File: src/rtl/ctl_keyed_pkg.sv
package ctl_keyed_pkg;
  localparam int unsigned ADDR_W   = 12;
  localparam int unsigned DATA_W   = 32;
  localparam int unsigned ALIGN_W  = $clog2(DATA_W / 8);
  localparam int unsigned SWI_BIT  = 0;
  localparam int unsigned REQ_BIT  = DATA_W - 1;

  localparam logic [ADDR_W-1:0] OFS_SWI = 12'hFFC;
  localparam logic [ADDR_W-1:0] OFS_REQ = 12'hFF0;
  localparam logic [DATA_W-1:0] REQ_KEY = 32'h8000_0A5F;

  typedef struct packed {
    logic wr_swi;
    logic wr_req;
    logic rd_swi;
    logic rd_req;
  } sel_t;
endpackage

File: src/rtl/ctl_rst_sync.sv
module ctl_rst_sync #(
  parameter int unsigned STAGES = 2
) (
  input  logic clk,
  input  logic arst_n,
  output logic rst_n_o
);
  logic [STAGES-1:0] chain_q;
  logic [STAGES-1:0] chain_d;

  generate
    if (STAGES == 1) begin : g_single
      always_comb chain_d = 1'b1;
    end else begin : g_chain
      always_comb chain_d = {chain_q[STAGES-2:0], 1'b1};
    end
  endgenerate

  always_ff @(posedge clk or negedge arst_n) begin
    if (!arst_n) chain_q <= '0;
    else         chain_q <= chain_d;
  end

  assign rst_n_o = chain_q[STAGES-1];
endmodule

File: src/rtl/ctl_addr_decode.sv
module ctl_addr_decode
  import ctl_keyed_pkg::*;
(
  input  logic              we,
  input  logic [ADDR_W-1:0] addr,
  output sel_t              sel
);
  logic aligned;

  always_comb begin
    aligned    = (addr[ALIGN_W-1:0] == '0);
    sel.rd_swi = aligned && (addr == OFS_SWI);
    sel.rd_req = aligned && (addr == OFS_REQ);
    sel.wr_swi = we && sel.rd_swi;
    sel.wr_req = we && sel.rd_req;
  end
endmodule

File: src/rtl/ctl_swint_reg.sv
module ctl_swint_reg (
  input  logic clk,
  input  logic rst_n,
  input  logic wr_en,
  input  logic wr_bit,
  output logic swi_q
);
  logic swi_d;

  always_comb begin
    swi_d = swi_q;
    if (wr_en) swi_d = wr_bit;
  end

  always_ff @(posedge clk or negedge rst_n) begin
    if (!rst_n) swi_q <= 1'b0;
    else        swi_q <= swi_d;
  end

  p_swi_load_r2: assert property (@(posedge clk) disable iff (!rst_n)
    wr_en |=> (swi_q == $past(wr_bit)));

  p_swi_hold_r9: assert property (@(posedge clk) disable iff (!rst_n)
    !wr_en |=> $stable(swi_q));
endmodule

File: src/rtl/ctl_rstreq_reg.sv
module ctl_rstreq_reg
  import ctl_keyed_pkg::*;
(
  input  logic              clk,
  input  logic              rst_n,
  input  logic              wr_en,
  input  logic [DATA_W-1:0] wr_data,
  output logic              req_q
);
  logic key_ok;
  logic req_d;

  always_comb begin
    key_ok = (wr_data == REQ_KEY);
    req_d  = req_q;
    if (wr_en && key_ok) req_d = 1'b1;
  end

  always_ff @(posedge clk or negedge rst_n) begin
    if (!rst_n) req_q <= 1'b0;
    else        req_q <= req_d;
  end

  p_key_sets_r4: assert property (@(posedge clk) disable iff (!rst_n)
    (wr_en && (wr_data == 32'h8000_0A5F)) |=> req_q);

  p_only_key_r5: assert property (@(posedge clk) disable iff (!rst_n)
    $rose(req_q) |-> $past(wr_en && (wr_data == 32'h8000_0A5F)));

  p_sticky_r6: assert property (@(posedge clk) disable iff (!rst_n)
    req_q |=> req_q);
endmodule

File: src/rtl/ctl_keyed_regs.sv
module ctl_keyed_regs
  import ctl_keyed_pkg::*;
(
  input  logic              clk,
  input  logic              rst_n,
  input  logic              bus_we,
  input  logic [ADDR_W-1:0] bus_addr,
  input  logic [DATA_W-1:0] bus_wdata,
  output logic [DATA_W-1:0] bus_rdata,
  output logic              swint_o,
  output logic              sysrst_req_o
);
  logic rst_sync_n;
  sel_t sel;
  logic swi_q;
  logic req_q;

  ctl_rst_sync #(.STAGES(2)) u_rst_sync (
    .clk     (clk),
    .arst_n  (rst_n),
    .rst_n_o (rst_sync_n)
  );

  ctl_addr_decode u_decode (
    .we   (bus_we),
    .addr (bus_addr),
    .sel  (sel)
  );

  ctl_swint_reg u_swint (
    .clk    (clk),
    .rst_n  (rst_sync_n),
    .wr_en  (sel.wr_swi),
    .wr_bit (bus_wdata[SWI_BIT]),
    .swi_q  (swi_q)
  );

  ctl_rstreq_reg u_rstreq (
    .clk     (clk),
    .rst_n   (rst_sync_n),
    .wr_en   (sel.wr_req),
    .wr_data (bus_wdata),
    .req_q   (req_q)
  );

  always_comb begin
    bus_rdata = '0;
    if (sel.rd_swi) bus_rdata[SWI_BIT] = swi_q;
    if (sel.rd_req) bus_rdata[REQ_BIT] = req_q;
  end

  assign swint_o      = swi_q;
  assign sysrst_req_o = req_q;

  p_one_target_r8: assert property (@(posedge clk) disable iff (!rst_sync_n)
    $onehot0({sel.wr_swi, sel.wr_req}));

  p_no_stray_write_r8: assert property (@(posedge clk) disable iff (!rst_sync_n)
    (bus_we && (bus_addr != 12'hFFC) && (bus_addr != 12'hFF0))
      |=> ($stable(swint_o) && $stable(sysrst_req_o)));

  p_req_rdata_r7: assert property (@(posedge clk) disable iff (!rst_sync_n)
    (bus_addr == 12'hFF0) |-> (bus_rdata[30:0] == '0));
endmodule

File: config.mk
export PLATFORM = sky130hd
export DESIGN_NAME = ctl_keyed_regs
export DESIGN_NICKNAME = d
export VERILOG_FILES = /design/src/rtl/ctl_keyed_pkg.sv /design/src/rtl/ctl_rst_sync.sv /design/src/rtl/ctl_addr_decode.sv /design/src/rtl/ctl_swint_reg.sv /design/src/rtl/ctl_rstreq_reg.sv /design/src/rtl/ctl_keyed_regs.sv
export SDC_FILE = /design/constraint.sdc
export NUM_CORES = 1
export LEC_CHECK = 0
export ABC_AREA = 0
export BUFFER_PORTS_ARGS = -buffer_cell sky130_fd_sc_hd__clkbuf_2
export CAP_MARGIN = 10
export CORE_MARGIN = 2
export CORE_UTILIZATION = 27
export CTS_BUF_LIST = sky130_fd_sc_hd__clkbuf_16
export DETAILED_ROUTE_END_ITERATION = 8
export PLACE_DENSITY = 0.79
export SLEW_MARGIN = 20
export SYNTH_ARGS = -nofsm -noshare
export SYNTH_HDL_FRONTEND = slang
export SYNTH_SLANG_ARGS = --single-unit
File: constraint.sdc
create_clock -name clk -period 1.2 [get_ports clk]
set_clock_uncertainty 0.15 [all_clocks]
set_input_delay 0.06 -clock clk [delete_from_list [all_inputs] [get_ports clk]]
set_output_delay 0.06 -clock clk [all_outputs]
set_load 0.05 [all_outputs]
# Yosys cells after proc, flatten, opt, wreduce, memory -nomap -nowiden
# Cells that the tools add are included.
# Widths: inputs -> output; s select.
# word_totals
regBits	4
inputBits	47
output_inout_bits	34
wordCells	14
# classes
n_eq_ne	3
muxes	2
reduce_logical	6
# ops
cell	n
$eq 32x32->1 const B	1
$eq 12x12->1 const B	2
$logic_and 1x1->1	5
$logic_not 2->1	1
$mux 1	2

# Longest topological paths before layout
# depth
word_depth	4
mapped_depth	4
mapped_depth_nobuf	4

# Modules after synthesis
# Synthesis repeated with hierarchy kept, for this count alone.
# unflattened
cells_unflattened	63
area_unflattened_um2	560.5
# by_module_without_submodules
module	n_inst	cells_each	area_per_inst_um2	seq_area_each_um2
ctl_keyed_regs	1	33	241.5	0.0
ctl_rstreq_reg	1	14	126.4	25.0
ctl_addr_decode	1	11	98.8	0.0
ctl_rst_sync	1	3	53.8	50.0
ctl_swint_reg	1	2	40.0	25.0

# Worst setup path after synthesis
# Ideal clock, no wire load.
# synth_timing
path_type	reg2out
start	register u_swint.swi_q
end	output port bus_rdata[0]
arrival_time_ns	1.096
required_ns	0.990
path_slack_ns	-0.106
stages_incl_launch_ff	2
path_buffers	0
path_cell_list	dfrtp_1 and4_2
# synth_via
elab_chain_len	1
# synth_lines
element	line_no	text
from (decl)	ctl_swint_reg.sv:6	output logic swi_q
from (signal assigned)	ctl_swint_reg.sv:17	else swi_q <= swi_d;
$mux 1	ctl_keyed_regs.sv:48	if (sel.rd_swi) bus_rdata[SWI_BIT] = swi_q;
to (decl)	ctl_keyed_regs.sv:9	output logic [DATA_W-1:0] bus_rdata,
# Every way passes these cells.

# Worst setup path in the final report
# layout_timing
start	input port bus_addr[7]
end	output port bus_rdata[0]
# layout_via
elab_chain_len	3
# layout_lines
element	line_no	text
from (decl)	ctl_keyed_regs.sv:7	input logic [ADDR_W-1:0] bus_addr,
$eq 12x12->1	ctl_addr_decode.sv:12	sel.rd_swi = aligned && (addr == OFS_SWI);
$logic_and 1x1->1	ctl_addr_decode.sv:12	
$mux 1	ctl_keyed_regs.sv:48	
# Every way passes these cells.

==> qor.csv <==
stage;metric;value;unit
yosys;Synth Area in Compound Gates;1.79;%
yosys;number of flops mapped to enable cells by yosys;0;
clocking;worst-skew pair later-pin latency;0.23;ns
yosys;Synth top area share;45.9;%
worst_setup_path;cells along the critical path;clkbuf_2 > nand4_1 > nor4_4 > and4_4 > buf_8;
global_routing;initial antenna violation count;0;
drt;DR WL/cell;9.58;µm
global_routing;Congestion Overflow GR;0;
yosys;ys flop type;dfrtp_1;
floorplanning;Die X;46.6;µm
timing;final setup margin;-0.0245;ns
worst_setup_path;Largest stage delay, worst path;0.32;ns
yosys;FF+latch count, synth;4;
pwr;maximum vdd ir drop;0.891;mV
yosys;Adder-Cell Fraction of Synth Area;0;%
pwr;Pleak;0.473;nW
yosys;count leader, synth;buf_4;
worst_setup_path;critical path class;in -> out;
timing;Fmax;0.817;GHz
drt;DRC Markers;0;
status;run status;finished with violations;
floorplanning;Die Height;46.6;µm
pwr;Pwr per Cell Area;1190;mW/mm²
placed_design;final RePlAce weighted congestion;0.646;
drt;vias per cell;3.78;
yosys;simple-gate area share of the yosys netlist;28.1;%
yosys;Syn Area/Cell;8.60;µm²
finish;Core Util, Final;47.8;%
worst_setup_path;r2r setup slk;0.23;ns
worst_setup_path;Setup crit start kind;input pin;
yosys;dominant cells by area after synthesis;buf_4 (46%), dfrtp_1 (20%), nor4bb_1 (6.1%);
clocking;CTS max path bufs;2;
clocking;CTS buffer count;3;
global_routing;gr usage total;12.4;%
floorplanning;number of top-level pins;81;
placed_design;DP HPWL;1100;µm
clocking;CTS clk-pin slew, worst paths;0.03;ns
clocking;# H-tree levels;1;
drt;vias;529;
placed_design;area of placed instances;658;µm²
timing;RSZ-0062 raised after global routing;true;
finish;fin nets;163;
drt;drt pass-1 iters;4;
worst_setup_path;Critical Path End Type;primary output;
yosys;yosys warns;0;
global_routing;vias in the first global route;483;
global_routing;largest net degree at the start of global routing;5;
yosys;FFs w/ async S/R, synth;100;%
timing;fin crit share;102;%
finish;Filler Cells Inserted;169;
worst_setup_path;Critical Path RT;0.99;ns
floorplanning;core area;0.00173;mm²
hold_path;worst hold path type;in -> async;
yosys;multiplexer share of the synthesized area;2.30;%
floorplanning;die area;0.00217;mm²
timing;post-route minimum period;1.22;ns
yosys;main combinational cell family by area after synthesis;buffers and inverters;
yosys;Yosys top cell by area;buf_4;
yosys;Cells after Synth;57;
yosys;Cell variety after synth;16;
clocking;Sink Count;4;
timing;Slew Limit Fails;0;
placed_design;PortBufs;50;
timing;# setup viols final;1;
drt;drt initial violations;1;
clocking;CTS tree;done;
worst_setup_path;Critical Path Slowest Stage Cell;nor4_4;
finish;Area growth syn-to-layout;68.1;%
finish;fin area;825;µm²
finish;share of cells above drive strength 1;52.2;%
yosys;Seq/Total Area, Yosys;20.4;%
flow_run;max-capacitance violation count;0;
yosys;Post-Synth XOR/XNOR Area;0;%
drt;ANT nets after route;0;
pwr;total power;0.984;mW
yosys;most frequent cells after synthesis;buf_4 (30), dfrtp_1 (4), nand4_1 (4), nor4_1 (4), nor4bb_1 (3);
clocking;clk root buf;clkbuf_16;
drt;Detailed Route WL;1340;µm
yosys;Cell Area, Synth;490;µm²
timing;Final Hold Viols;0;
floorplanning;Site Rows;15;
worst_setup_path;CP arrival;1.01;ns
floorplanning;Starting Density;28.4;%
status;failing checks;setup timing;
finish;antenna cells;0;
global_routing;first-pass GRT wire length;1900;µm
worst_setup_path;crit path max fanout;4;
[flip-flops by register name (all words and copies together) (netlist names)]
| name | count |
|---|---|
| u_swint.swi_q | 1 |
| u_rst_sync.chain_q | 2 |
| u_rstreq.req_q | 1 |
[cell type report]
cell class | instances | area, µm² | area share (%)
clock inverters | 1 | 3.75 | 0.455
flip-flops and latches | 4 | 103 | 12.4
clock buffers | 3 | 75.1 | 9.10
well taps | 25 | 31.3 | 3.79
multi-input cells | 52 | 288 | 34.9
repair buffers | 55 | 324 | 39.3
[worst max-delay path: cells and delay by family]
kind / cells / cell delay [ns]
simple gates: 3 / 0.73
buf+inv: 2 / 0.22
[placed cells by master, fill, tap and decap left out, types with 2 or more instances in the layout]
master	count
buf_8	2
clkbuf_16	3
clkbuf_2	47
conb_1	31
dfrtp_1	2
dfrtp_2	2
dlygate4sd3_1	4
nand4_1	4
nor4_1	4
nor4bb_1	3
[metrics by stage]
step | setup slack [ns] | std cells | hold WS (ns) | TNS, ns
after CTS | -0.0482 | 139 | 0.00225 | -0.0500
final | -0.0245 | 140 | 0.00732 | -0.0245
after floorplan | 0.0376 | 86 | -0.386 | 0
after detailed placement | -0.169 | 131 | -0.300 | -0.470
after global routing | -0.0793 | 140 | 0.0221 | -0.132
after global placement | -0.125 | 131 | -0.303 | -0.354
[what timing repair did]
action / CTS / global route
pin swaps: 0 / 1
resized for setup: 5 / 5
hold endpoints to repair: 6 / 0
buffers inserted: 0 / 1
hold buffers: 4 / 0
endpoints found under the setup margin: 2 / 2
[power by group]
group          total, mW  leakage, nW  internal [mW]  switching (mW)
sequential         0.140       0.0479          0.139        0.000855
clock              0.535       0.0423          0.431           0.104
combinational      0.310        0.383         0.0710           0.239
[final timing paths]
kind	start	end	cells past startpoint
min in group clk	bus_addr[2]	u_swint.swi_q$_DFFE_PN0P_	3
worst min-delay path	rst_n	u_rst_sync.chain_q[1]$_DFF_PN0_	2
worst max register to register	u_swint.swi_q$_DFFE_PN0P_	u_swint.swi_q$_DFFE_PN0P_	1
max in group asynchronous	u_rst_sync.chain_q[1]$_DFF_PN0_	u_swint.swi_q$_DFFE_PN0P_	1
worst min register to register	u_rst_sync.chain_q[0]$_DFF_PN0_	u_rst_sync.chain_q[1]$_DFF_PN0_	0
worst max-delay path	bus_addr[7]	bus_rdata[0]	5
[logic make-up (layout without fill, tap and decap cells)]
group / after synthesis / count (layout)
multiplexers: 1 / 1
buffers and inverters: 30 / 59
flip-flops: 4 / 4
AND/OR/NAND/NOR: 19 / 19
AO/OA/AOI/OAI: 1 / 1
other: 2 / 31
[layer usage]
metal / vias up / share of wire (%) / GRT usage, %
li1: 258 / - / -
met1: 234 / 32 / 12.1
met2: 35 / 59 / 23.1
met3: 2 / 8.1 / 1.96
met4: 0 / 0.89 / 8.89
met5: - / 0 / 0
No activity file was read; power rests on OpenSTA's default activity.
